==> src/rtl/dbg_mbx_pkg.sv <==
package dbg_mbx_pkg;

    typedef enum logic {
        FLAG_CLR = 1'b0,
        FLAG_SET = 1'b1
    } flag_state_t;

    typedef enum logic [1:0] {
        SEL_RX     = 2'd0,
        SEL_TX     = 2'd1,
        SEL_STAT   = 2'd2,
        SEL_RUNCTL = 2'd3
    } dbg_sel_t;

    localparam int STAT_W         = 32;
    localparam int N_FLAGS        = 3;
    localparam int IDX_RX         = 0;
    localparam int IDX_TX         = 1;
    localparam int IDX_ADV        = 2;
    localparam int N_SLOTS        = 2;
    localparam int STAT_RXF_BIT   = 30;
    localparam int STAT_TXF_BIT   = 29;
    localparam int STAT_ADV_BIT   = 25;
    localparam int RUNCTL_CLR_BIT = 3;

endpackage

==> src/rtl/mbx_flag_fsm.sv <==
module mbx_flag_fsm
    import dbg_mbx_pkg::*;
(
    input  logic clk,
    input  logic rst_n,
    input  logic set_ev,
    input  logic clr_ev,
    output logic is_set
);

    flag_state_t state_q;
    flag_state_t state_d;

    // State register
    always_ff @(posedge clk) begin
        if (!rst_n) begin
            state_q <= FLAG_CLR;
        end else begin
            state_q <= state_d;
        end
    end

    // Transitions: SET_EVENT, CLEAR_EVENT (set has priority)
    always_comb begin
        state_d = state_q;
        unique case (state_q)
            FLAG_CLR: if (set_ev)                state_d = FLAG_SET;
            FLAG_SET: if (clr_ev && !set_ev)     state_d = FLAG_CLR;
        endcase
    end

    // Output
    always_comb begin
        is_set = (state_q == FLAG_SET);
    end

endmodule

==> src/rtl/mbx_data_reg.sv <==
module mbx_data_reg #(
    parameter int DATA_W = 32
) (
    input  logic              clk,
    input  logic              rst_n,
    input  logic              load,
    input  logic [DATA_W-1:0] din,
    output logic [DATA_W-1:0] dout
);

    always_ff @(posedge clk) begin
        if (!rst_n) begin
            dout <= '0;
        end else if (load) begin
            dout <= din;
        end
    end

endmodule

==> src/rtl/mbx_status_pack.sv <==
module mbx_status_pack
    import dbg_mbx_pkg::*;
(
    input  logic              rx_full,
    input  logic              tx_full,
    input  logic              adv_seen,
    output logic [STAT_W-1:0] word
);

    always_comb begin
        word               = '0;
        word[STAT_RXF_BIT] = rx_full;
        word[STAT_TXF_BIT] = tx_full;
        word[STAT_ADV_BIT] = adv_seen;
    end

endmodule

==> src/rtl/dbg_mailbox.sv <==
module dbg_mailbox
    import dbg_mbx_pkg::*;
#(
    parameter int DATA_W = 32
) (
    input  logic              clk,
    input  logic              rst_n,
    input  logic              dbg_valid,
    input  logic              dbg_write,
    input  logic [1:0]        dbg_sel,
    input  logic [DATA_W-1:0] dbg_wdata,
    output logic [DATA_W-1:0] dbg_rdata,
    input  logic              core_valid,
    input  logic              core_write,
    input  logic [DATA_W-1:0] core_wdata,
    output logic [DATA_W-1:0] core_rdata,
    input  logic              retire_pulse,
    output logic [STAT_W-1:0] status_word
);

    localparam int CMP_W = (DATA_W < STAT_W) ? DATA_W : STAT_W;

    logic              dbg_wr;
    logic              dbg_rd;
    logic              core_wr;
    logic              core_rd;
    logic [N_FLAGS-1:0] flag_set_ev;
    logic [N_FLAGS-1:0] flag_clr_ev;
    logic [N_FLAGS-1:0] flag_q;
    logic [N_SLOTS-1:0] slot_load;
    logic [DATA_W-1:0] slot_din  [N_SLOTS];
    logic [DATA_W-1:0] slot_dout [N_SLOTS];

    always_comb begin
        dbg_wr  = dbg_valid && dbg_write;
        dbg_rd  = dbg_valid && !dbg_write;
        core_wr = core_valid && core_write;
        core_rd = core_valid && !core_write;
    end

    // Event routing for the three flag machines and two slots
    always_comb begin
        flag_set_ev[IDX_RX]  = dbg_wr && (dbg_sel == SEL_RX);
        flag_clr_ev[IDX_RX]  = core_rd;
        flag_set_ev[IDX_TX]  = core_wr;
        flag_clr_ev[IDX_TX]  = dbg_rd && (dbg_sel == SEL_TX);
        flag_set_ev[IDX_ADV] = retire_pulse;
        flag_clr_ev[IDX_ADV] = dbg_wr && (dbg_sel == SEL_RUNCTL)
                               && dbg_wdata[RUNCTL_CLR_BIT];
        slot_load[IDX_RX]    = flag_set_ev[IDX_RX];
        slot_din[IDX_RX]     = dbg_wdata;
        slot_load[IDX_TX]    = flag_set_ev[IDX_TX];
        slot_din[IDX_TX]     = core_wdata;
    end

    for (genvar f = 0; f < N_FLAGS; f++) begin : g_flag
        mbx_flag_fsm u_flag (
            .clk    (clk),
            .rst_n  (rst_n),
            .set_ev (flag_set_ev[f]),
            .clr_ev (flag_clr_ev[f]),
            .is_set (flag_q[f])
        );
    end

    for (genvar s = 0; s < N_SLOTS; s++) begin : g_slot
        mbx_data_reg #(.DATA_W(DATA_W)) u_slot (
            .clk   (clk),
            .rst_n (rst_n),
            .load  (slot_load[s]),
            .din   (slot_din[s]),
            .dout  (slot_dout[s])
        );
    end

    mbx_status_pack u_stat (
        .rx_full  (flag_q[IDX_RX]),
        .tx_full  (flag_q[IDX_TX]),
        .adv_seen (flag_q[IDX_ADV]),
        .word     (status_word)
    );

    // Read paths
    always_comb begin
        core_rdata = slot_dout[IDX_RX];
        dbg_rdata  = '0;
        if (dbg_rd) begin
            unique case (dbg_sel)
                SEL_RX:     dbg_rdata = slot_dout[IDX_RX];
                SEL_TX:     dbg_rdata = slot_dout[IDX_TX];
                SEL_STAT:   dbg_rdata[CMP_W-1:0] = status_word[CMP_W-1:0];
                SEL_RUNCTL: dbg_rdata = '0;
                default:    dbg_rdata = '0;
            endcase
        end
    end

endmodule

==> config.mk <==
export PLATFORM = sky130hd
export DESIGN_NAME = dbg_mailbox
export DESIGN_NICKNAME = d
export VERILOG_FILES = /design/src/rtl/dbg_mbx_pkg.sv /design/src/rtl/mbx_flag_fsm.sv /design/src/rtl/mbx_data_reg.sv /design/src/rtl/mbx_status_pack.sv /design/src/rtl/dbg_mailbox.sv
export SDC_FILE = /design/constraint.sdc
export NUM_CORES = 1
export LEC_CHECK = 0
export ABC_CLOCK_PERIOD_IN_PS = 2050
export BUFFER_PORTS_ARGS = -buffer_cell sky130_fd_sc_hd__clkbuf_2
export CAP_MARGIN = 15
export CORE_MARGIN = 2
export CORE_UTILIZATION = 40
export CTS_CLUSTER_SIZE = 8
export DETAILED_ROUTE_END_ITERATION = 10
export GPL_ROUTABILITY_DRIVEN = 0
export PLACE_DENSITY = 0.8
export SLEW_MARGIN = 40
export SYNTH_ARGS = -nofsm -noshare
export SYNTH_HDL_FRONTEND = slang
export SYNTH_SLANG_ARGS = --single-unit
==> constraint.sdc <==
create_clock -name clk -period 2.05 [get_ports clk]
set_input_delay 0.615 -clock clk [delete_from_list [all_inputs] [get_ports clk]]
set_output_delay 0.615 -clock clk [all_outputs]
set_load 0.01 [all_outputs]
==> results.yml <==
place:
  hpwl_um: 5420
  post-place-cells: 601
  io_buffers: 139
  place_area_mm2: 0.00380
power_and_ir_drop:
  ir_drop_uv: 452
  p_per_area_mw_per_mm2: 702
  p_leak_nw: 1.90
cts:
  clock_latency_ps: 320
  cts_tree: "built"
  cts_root_buf: "clkbuf_8"
  cts_buffer_depth: 2
  htree_levels: 3
  cts_sinks: 67
  cts_made_buffers: 9
  cts.clk_slew.worst_paths_ps: 70
drt:
  routedWlPerCell_um: 12.9
  firstDrtPassIters: 4
  remaining_drc_errors: 0
  ant_nets: 0
  vias: 2982
  viasPerCell: 4.79
  dr.first_iter.drc_count: 107
  wl_um: 8030
status:
  status: "finished, violations left"
  failed_checks: "negative setup slack"
synth:
  yosysTopAreaCell: "dfxtp_1"
  syn_area_mm2: 0.00313
  syn_area_per_cell_um2: 8.20
  synth.distinct_cells: 27
  ys_ff_latch: 67
  ys_seq_area_frac: 0.428
  syn_inst: 382
  yosysWarnings: 0
  yosysTopAreaCellShare: 0.428
  synth_top_cells_by_area: "dfxtp_1, nand2_1, buf_4"
cells_and_area:
  mostFrequentLayoutCells: "clkbuf_2, nand2_1, dfxtp_1"
  utilization: 0.544
  layout.nets: 589
  nFillCells: 714
  multiInputGateArea_mm2: 0.00152
  drive_gt1_frac: 0.359
  seq_area_mm2: 0.00134
  finalInstanceArea_mm2: 0.00416
  antennaDiodeCount: 0
  syn2layout_area_growth_pct: 32.8
  finalNonFillerCells: 623
  mostFrequentLayoutCell: "clkbuf_2"
setup_path:
  required_ps: 1430
  start_kind: "input port"
  worstPathMaxFanout: 7
  end_kind: "output pin"
  worst_ep_arrival_time_ps: 1620
  criticalPathCategory: "in2out"
  r2r_slack_ps: 1330
global_routing:
  first_global_vias: 2783
  grt-ovfl-total: 0
  grt_pass1_wl_um: 12800
  grt_max_degree: 101
  grt_usage: 0.185
  antenna_found_initial: 0
sta:
  min_period_ps: 2240
  tns_ps: -4630
  setup_ws_ps: -185
  fin_skew_ps: 0
  setup_viol: 29
  rsz0062_at_grt: "yes"
  hold_viol: 0
  drv_slew: 0
  fmax_ghz: 0.447
  finalCritPeriodShare: 1.09
hold_path:
  hp-class: "reg2reg"
floorplan:
  die_w_um: 92.5
  start_util: 0.410
  placementRows: 32
  die_h_um: 92.5
  die_area_mm2: 0.00856
  core_area_mm2: 0.00765
  io_pins: 169
run:
  maxCapViolations: 0
-- flip-flops by register name (all words and copies together), names as in the netlist --
register and cells:
g_flag.u_flag.is_set 3, g_slot.u_slot.dout 64
-- metal layers --
layer | GRT usage | vias to the layer above | wire length [µm]
met5 | 0 | - | 0
met4 | 0.0609 | 0 | 65
met3 | 0.0464 | 6 | 593
met2 | 0.328 | 109 | 3950
met1 | 0.218 | 1365 | 3420
li1 | - | 1502 | -
-- worst paths after layout --
kind | end | cells after the start | from
max | dbg_rdata[19] | 7 | dbg_write
min | g_slot[1].u_slot.dout[18] | 2 | g_slot[1].u_slot.dout[18]
max reg2reg | g_flag[2].u_flag.is_set | 2 | g_flag[2].u_flag.is_set
min reg2reg | g_slot[1].u_slot.dout[18] | 2 | g_slot[1].u_slot.dout[18]
-- worst max-delay path, cell delays in order --
cell	delay, ps
buf_6	90
nand2b_4	160
nor3b_4	200
buf_6	150
buf_6	130
a22o_1	140
clkbuf_2	130
-- through the flow --
stage	power, mW	setup slack, ps	hold WS [ps]
final	2.92	-185	462
after detailed placement	1.70	-276	458
after floorplan	1.61	21.0	443
after global routing	3.06	-225	475
after global placement	1.69	-232	451
after CTS	2.96	-179	468
-- Yosys cell counts, drive strengths merged --
| master | number |
|---|---|
| a21boi | 32 |
| mux2i | 2 |
| nor3 | 1 |
| and4bb | 1 |
| a21oi | 3 |
| nand2b | 3 |
| o21ai | 34 |
| a211oi | 2 |
| conb | 1 |
| nor2b | 3 |
| nand3 | 32 |
| and2 | 1 |
| nand2 | 101 |
| a31oi | 1 |
| dfxtp | 67 |
| or2 | 2 |
| clkbuf | 13 |
| buf | 52 |
| and4b | 1 |
| a22o | 29 |
| nor3b | 1 |
-- what timing repair did --
| item | CTS | global route |
|---|---|---|
| setup buffers | 5 | 2 |
| cloned | 2 | 0 |
| pin swaps | 4 | 4 |
| gates resized for setup | 17 | 32 |
| endpoints found under the setup margin | 32 | 32 |
| hold buffers | 0 | 0 |
-- kinds of logic (layout without fill, tap and decap cells) --
kind of cell / after synthesis / count (layout) / share of synthesized area
AO/OA/AOI/OAI: 101 / 101 / 0.224
buffers and inverters: 65 / 176 / 0.135
flip-flops: 67 / 67 / 0.428
multiplexers: 2 / 2 / 0.00639
other: 1 / 29 / 0.00120
AND/OR/NAND/NOR: 146 / 146 / 0.205
-- where the power goes --
group	switching (mW)	total (mW)	internal, mW
Combinational	0.175	0.315	0.141
Sequential	0.0286	1.38	1.35
Clock	0.513	1.23	0.718
Total	0.716	2.92	2.21
-- final cells by class --
class | count | area share
Sequential cell | 67 | 0.322
Multi-Input combinational cell | 278 | 0.365
Clock buffer | 10 | 0.0331
Clock inverter | 6 | 0.0213
Tap cell | 102 | 0.0307
Timing Repair Buffer | 160 | 0.228
Power figures use the tool's default switching activity.
